`config.mk`:
```
export PLATFORM = sky130hd
export DESIGN_NAME = oddsq_chain
export DESIGN_NICKNAME = d
export VERILOG_FILES = /design/src/rtl/oddsq_pkg.sv /design/src/rtl/odd_seq_src.sv /design/src/rtl/shift_add_mult.sv /design/src/rtl/oddsq_chain.sv
export SDC_FILE = /design/constraint.sdc
export NUM_CORES = 1
export LEC_CHECK = 0
export BUFFER_PORTS_ARGS = -buffer_cell sky130_fd_sc_hd__buf_4
export CORE_MARGIN = 1.5
export CORE_UTILIZATION = 64
export CTS_BUF_LIST = sky130_fd_sc_hd__clkbuf_4 sky130_fd_sc_hd__clkbuf_8 sky130_fd_sc_hd__clkbuf_16
export CTS_CLUSTER_SIZE = 25
export DETAILED_ROUTE_END_ITERATION = 10
export PLACE_DENSITY_LB_ADDON = 0.2
export SETUP_SLACK_MARGIN = 0.2
export SLEW_MARGIN = 20
export SYNTH_ARGS = -nofsm -noshare
export SYNTH_HDL_FRONTEND = slang
export SYNTH_SLANG_ARGS = --single-unit
```
`constraint.sdc`:
```
create_clock -name clk -period 7 [get_ports clk]
set_clock_uncertainty 0.05 [all_clocks]
set_input_delay 0.35 -clock clk [delete_from_list [all_inputs] [get_ports clk]]
set_output_delay 0.35 -clock clk [all_outputs]
set_load 0.005 [all_outputs]
```
`src/rtl/oddsq_pkg.sv`:
```
package oddsq_pkg;

  typedef enum logic [1:0] {
    MS_IDLE = 2'd0,
    MS_BUSY = 2'd1,
    MS_FULL = 2'd2
  } mul_state_t;

  // Number of odd values from 1 up to and including last
  function automatic int odd_count(input int last);
    return (last + 1) / 2;
  endfunction

endpackage

```
`src/rtl/odd_seq_src.sv`:
```
module odd_seq_src
  import oddsq_pkg::*;
#(
  parameter int LAST_VAL = 31,
  parameter int CNT_W    = $clog2(LAST_VAL + 2)
) (
  input  logic             clk,
  input  logic             rst,
  input  logic             take,
  output logic [CNT_W-1:0] value,
  output logic             valid
);

  localparam logic [CNT_W-1:0] LIMIT = CNT_W'(LAST_VAL);

  logic [CNT_W-1:0] value_q;
  logic             valid_q;
  logic [CNT_W-1:0] value_nxt;
  logic             valid_nxt;

  // Saturate one past the limit so the count can never re-enter the range
  always_comb begin
    value_nxt = (value_q <= LIMIT) ? value_q + 1'b1 : value_q;
    valid_nxt = value_nxt[0] && (value_nxt <= LIMIT);
  end

  always_ff @(posedge clk) begin
    if (rst) begin
      value_q <= '0;
      valid_q <= 1'b0;
    end else if (take) begin
      value_q <= value_nxt;
      valid_q <= valid_nxt;
    end
  end

  assign value = value_q;
  assign valid = valid_q;

endmodule

```
`src/rtl/shift_add_mult.sv`:
```
module shift_add_mult
  import oddsq_pkg::*;
#(
  parameter int W = 8
) (
  input  logic           clk,
  input  logic           rst,
  input  logic [W-1:0]   op_a,
  input  logic [W-1:0]   op_b,
  input  logic           in_valid,
  output logic           in_request,
  input  logic           out_request,
  output logic           out_valid,
  output logic [2*W-1:0] product
);

  localparam int PW = 2 * W;
  localparam int SW = (W > 1) ? $clog2(W) : 1;
  localparam logic [SW-1:0] LAST_STEP = SW'(W - 1);

  mul_state_t     state_q;
  logic [PW-1:0]  acc_q;
  logic [PW-1:0]  mcand_q;
  logic [W-1:0]   mplier_q;
  logic [SW-1:0]  step_q;
  logic [PW-1:0]  prod_q;
  logic [PW-1:0]  addend;
  logic [PW-1:0]  sum;

  always_comb begin
    addend = mplier_q[0] ? mcand_q : '0;
    sum    = acc_q + addend;
  end

  always_ff @(posedge clk) begin
    if (rst) begin
      state_q  <= MS_IDLE;
      acc_q    <= '0;
      mcand_q  <= '0;
      mplier_q <= '0;
      step_q   <= '0;
      prod_q   <= '0;
    end else begin
      case (state_q)
        MS_IDLE: begin
          if (in_valid) begin
            acc_q    <= '0;
            mcand_q  <= PW'(op_a);
            mplier_q <= op_b;
            step_q   <= '0;
            state_q  <= MS_BUSY;
          end
        end
        MS_BUSY: begin
          acc_q    <= sum;
          mcand_q  <= mcand_q << 1;
          mplier_q <= mplier_q >> 1;
          step_q   <= step_q + 1'b1;
          if (step_q == LAST_STEP) begin
            prod_q  <= sum;
            state_q <= MS_FULL;
          end
        end
        MS_FULL: begin
          if (out_request) state_q <= MS_IDLE;
        end
        default: state_q <= MS_IDLE;
      endcase
    end
  end

  assign in_request = (state_q == MS_IDLE);
  assign out_valid  = (state_q == MS_FULL);
  assign product    = prod_q;

endmodule

```
`src/rtl/oddsq_chain.sv`:
```
module oddsq_chain
  import oddsq_pkg::*;
#(
  parameter int DATA_W   = 8,
  parameter int LAST_VAL = 31,
  parameter int CNT_W    = $clog2(LAST_VAL + 2)
) (
  input  logic                clk,
  input  logic                rst,
  input  logic                prod_request,
  output logic                prod_valid,
  output logic [2*DATA_W-1:0] product,
  output logic [CNT_W-1:0]    src_value,
  output logic                src_valid,
  output logic                src_taken
);

  logic [DATA_W-1:0] operand;
  logic              mul_in_req;

  odd_seq_src #(
    .LAST_VAL (LAST_VAL),
    .CNT_W    (CNT_W)
  ) u_src (
    .clk   (clk),
    .rst   (rst),
    .take  (mul_in_req),
    .value (src_value),
    .valid (src_valid)
  );

  assign operand = DATA_W'(src_value);

  shift_add_mult #(
    .W (DATA_W)
  ) u_mul (
    .clk         (clk),
    .rst         (rst),
    .op_a        (operand),
    .op_b        (operand),
    .in_valid    (src_valid),
    .in_request  (mul_in_req),
    .out_request (prod_request),
    .out_valid   (prod_valid),
    .product     (product)
  );

  assign src_taken = mul_in_req;

endmodule

```
# Word-level counts from Yosys, hierarchy flattened

Index checks and enable logic that the tools add are counted.

Register bits: 68
Word-level logic and storage cells: 39

Eq/ne operators: 6
Reductions and logical operators: 6
Add/sub/neg operators: 3
Mux-type cells: 14
$lt $le $gt $ge: 2

Operator list:

| cell                  | count |
|---|---|
| $pmux W16 S2          | 2 |
| $mux W16              | 3 |
| $add A16 B16 Y16      | 1 |
| $pmux W8 S2           | 1 |
| $le A6 B5 Y1 const B  | 2 |
| $mux W8               | 1 |
| $add A6 B1 Y6 const B | 1 |
| $mux W2               | 3 |
| $mux W6               | 1 |
| $pmux W2 S3           | 1 |
| $pmux W3 S2           | 1 |
| $ne A2 B1 Y1 const B  | 2 |
| $reduce_and A2 Y1     | 2 |
| $add A3 B1 Y3 const B | 1 |
| $eq A3 B3 Y1 const B  | 1 |
| $mux W3               | 1 |
| $reduce_and A3 Y1     | 1 |
| $eq A2 B1 Y1 const B  | 1 |
| $eq A2 B2 Y1 const B  | 1 |
| $logic_not A2 Y1      | 1 |
| $ne A2 B2 Y1 const B  | 1 |
| $reduce_bool A2 Y1    | 1 |
| $logic_and A1 B1 Y1   | 1 |

# Depth between registers and ports, before layout

Depth in word-level cells: 4
Mapped depth: 9
Depth with buffers taken out: 8

# Modules after synthesis

From an unflattened synthesis, not the netlist that was laid out.

Cells, all modules: 449
Area total of the unflattened synthesis: 3558.4 sq um

Modules (own cells, without submodules):

| module         | instances | cells each | area an instance (sq um) |
|---|---|---|---|
| shift_add_mult | 1         | 417        | 3259.4 |
| odd_seq_src    | 1         | 31         | 295.3 |
| oddsq_chain    | 1         | 1          | 3.8 |

# Worst setup path before layout

Ideal clock, no wire load.

Path kind: flip-flop to flip-flop
From: register u_mul.mplier_q[0]
To: register u_mul.prod_q[8] (netlist: u_mul.product[8])
Path buffers: 1
Arrival: 2.169 ns
Period minus slack after synthesis: 2.339 ns
Library setup time: 0.120 ns
Cell stages (with the launch flop): 10
Slack: 4.661 ns
Cells stage by stage: dfxtp_1 clkbuf_1 and2_1 ha_1 fa_1 a21oi_1 o221ai_1 a21oi_1 nor4_1 a211o_1

Longest elaborated chain between the ends: 2

Ends and longest elaborated chain:

| element                  | line                 | RTL |
|---|---|---|
| start: declaration       | shift_add_mult.sv:24 | `logic [W-1:0] mplier_q;` |
| start signal: assignment | shift_add_mult.sv:49 | `mplier_q <= op_b;` |
| start signal: assignment | shift_add_mult.sv:57 | `mplier_q <= mplier_q >> 1;` |
| $mux W16                 | shift_add_mult.sv:31 | `addend = mplier_q[0] ? mcand_q : '0;` |
| $add A16 B16 Y16         | shift_add_mult.sv:32 | `sum = acc_q + addend;` |
| end signal: assignment   | shift_add_mult.sv:60 | `prod_q <= sum;` |
| end: declaration         | shift_add_mult.sv:26 | `logic [PW-1:0] prod_q;` |

No other way between the ends.
A chain may end at the register's enable or synchronous reset.

# Worst setup path in the final report

Same ends and word-level chain as after synthesis.

==> metrics.txt <==
cts repair resizes=0; Leak=1.54 nW; row count=26; MaxCap Viol Count=0; largest net degree at the start of global routing=54; Final min period=2.55 ns; share of the synthesized area in the top cell type=39.2%; hpwl dp=5220 µm; Worst Path Arrival=2.75 ns; most common cell after layout, fill and taps aside=dfxtp_1; TNS Setup=0 ns; Synth Register Bits=66; sw frac=24.9%; Initial DRT Pass Iterations=5; largest family of logic cells by synthesized area=compound AO/OA/AOI/OAI gates; Worst Tran Pin Value=0.749 ns; Clock power frac=44.5%; Min-Delay Path Class=input port to flop; routed vias/inst=6.05; Residual DRC=0; initial antenna violation count=0; combinational share of power=7.9%; sequential power share=47.5%; DRT iter0 DRCs=209; Synth Area in XOR/XNOR=3.38%; hold buffers post-CTS=0; die area=5710 µm²; Crit Path Class=flop to flop; Net Sw Power=0.000209 W; layout cell share with drive strength beyond 1=13.8%; status=finished, final reports clean; worst vdd ir=0.178 mV; cell count after synthesis=396; H-tree levels=3; fin. max-slew vios=0; area leader, netlist=dfxtp_1; clock sink total=66; PwrDens=221 nW/µm²; Max Clk Rate=391 MHz; register area=1320 µm²; initial core utilization=66.0%; CTS tree=done; I/O Pins=28; Hold Violations, Final=0; largest cells by area after synthesis=dfxtp_1 39%, ha_1 6.7%, a22oi_1 6.0%; Port Buffers=27; gp weighted congestion=0.967; Detailed Route WL=7730 µm; Tot GR Track Use=29.1%; Multi-input gate area=1910 µm²; CTS max path bufs=2; worst-skew pair later-pin latency=0.35 ns; Routed WL per cell=16.0 µm; post-route ant nets=0; nets@finish=431; clock-pin slew on the worst setup and hold paths=0.07 ns; post-synthesis mux area share=0.594%; Syn Area/Cell=8.51 µm²; final setup fails=0; critical path startpoint category=flop; grt ovf=0; Synth warnings=0; async set-or-reset flop fraction in the synthesized netlist=0%; Synth Area in Simple Gates=20.3%; Main synth FF type=dfxtp_1; n_diodes=0; chip width=75.6 µm; CTS buffer count=9; CTS root buf=clkbuf_8; Seq/Total Area, Yosys=39.2%; worst path required time=7.20 ns; compound-cell area share of the yosys netlist=24.8%; Synth cell types=53; die height=75.6 µm; Layout Cells excl Fill=484; Post-Syn Area=3370 µm²; critical path peak fanout=17; Period Utilization, post-route=36.5%; Setup crit end kind=flop; P_int=0.000630 W; Slew headroom=50.1%; placed instance count=468; RSZ-0062 raised after global routing=no; Syn Nets=418; Fillers=403; Vias=2,930; Area growth, synth to finish=12.4%; Placed Area=3550 µm²; final non-filler cell area=3790 µm²; number of flops mapped to enable cells by yosys=0; most frequent cells in the layout=66 x dfxtp_1, 44 x nor2_1, 42 x nand2_1; first-pass GRT wire length=12,300 µm; CORE AREA=5110 µm²; Post-Synth Adder-Cell Area=7.28%; vias in the first global route=2,708; post-CTS setup buffer count=0
[cell usage after synthesis (6+ instances only)]
| cell | count |
|---|---|
| a21o_1 | 6 |
| a21oi_1 | 37 |
| a22oi_1 | 27 |
| and2_1 | 18 |
| and3_1 | 7 |
| buf_2 | 11 |
| clkbuf_1 | 10 |
| dfxtp_1 | 66 |
| ha_1 | 18 |
| inv_1 | 7 |
| nand2_1 | 42 |
| nand3_1 | 10 |
| nor2_1 | 44 |
| o21ai_0 | 9 |
| xor2_1 | 8 |
[cell families after synthesis]
| logic type | Yosys count |
|---|---|
| adders and majority gates | 19 |
| AOI/OAI and AO/OA | 119 |
| buffers and inverters | 33 |
| and+or+nand+nor | 144 |
| xor gates and xnor gates | 13 |
| DFF | 66 |
| muxes | 2 |
[area by class of cell]
class / instances / share of cell area (%)
tap: 70 / 2.31
sequential: 66 / 34.9
timing repair buffer: 28 / 5.55
inverter: 7 / 0.693
multi-input combinational: 297 / 50.4
clock inverter: 4 / 1.95
clock buffer: 12 / 4.19
[layer usage]
metal | GRT usage (%) | wire length [µm] | up-vias
li1 | - | - | 1450
met1 | 36.6 | 3450 | 1379
met2 | 47.2 | 3720 | 81
met3 | 7.67 | 372 | 20
met4 | 12.9 | 187 | 0
met5 | 0 | 0 | -
[path summary, 6_finish.rpt]
| kind | from | endpoint | slack, ns | cells after the start |
|---|---|---|---|---|
| max | u_mul.mplier_q[0] | u_mul.product[8] | 4.45 | 8 |
| min | prod_request | u_mul.state_q[1] | 0.21 | 3 |
| max reg2reg | u_mul.mplier_q[0] | u_mul.product[8] | 4.45 | 8 |
| min reg2reg | u_mul.product[5] | u_mul.product[5] | 0.41 | 2 |
[per-stage QoR]
stage / util, % / hold slack, ns / total power (W) / worst slack (ns)
CTS: 74.1 / 0.210 / 0.000840 / 4.47
finish: 74.2 / 0.215 / 0.000839 / 4.45
detailed placement: 69.5 / 0.400 / 0.000471 / 4.50
global placement: 69.5 / 0.393 / 0.000469 / 4.59
global route: 74.2 / 0.238 / 0.000864 / 4.31
floorplan: - / 0.382 / 0.000452 / 4.66
[power groups by stage]
| stage | registers, W | logic [W] | clock network [W] |
|---|---|---|---|
| 2_1_floorplan | 0.000400 | 0.0000517 | 0 |
| 3_3_place_gp | 0.000405 | 0.0000632 | 0 |
| 3_5_place_dp | 0.000406 | 0.0000647 | 0 |
| 4_1_cts | 0.000398 | 0.0000651 | 0.000377 |
| 5_1_grt | 0.000401 | 0.0000729 | 0.000391 |
| 6_report | 0.000399 | 0.0000666 | 0.000374 |
[worst max-delay path, stage by stage, from the launching register on]
cell	delay, ns
dfxtp_1	0.44
and2_1	0.22
ha_1	0.22
fa_1	0.42
a21oi_1	0.31
o221ai_1	0.18
a21oi_1	0.28
nor4_1	0.08
a211o_1	0.24
[registers in the layout, indices dropped and copies added, names as in the netlist]
name            cells
u_mul.acc_q        16
u_src.value         6
u_mul.state_q       2
u_mul.mplier_q      6
u_src.valid         1
u_mul.product      16
u_mul.mcand_q      16
u_mul.step_q        3
Note: power is estimated with default switching activity, not from simulation.
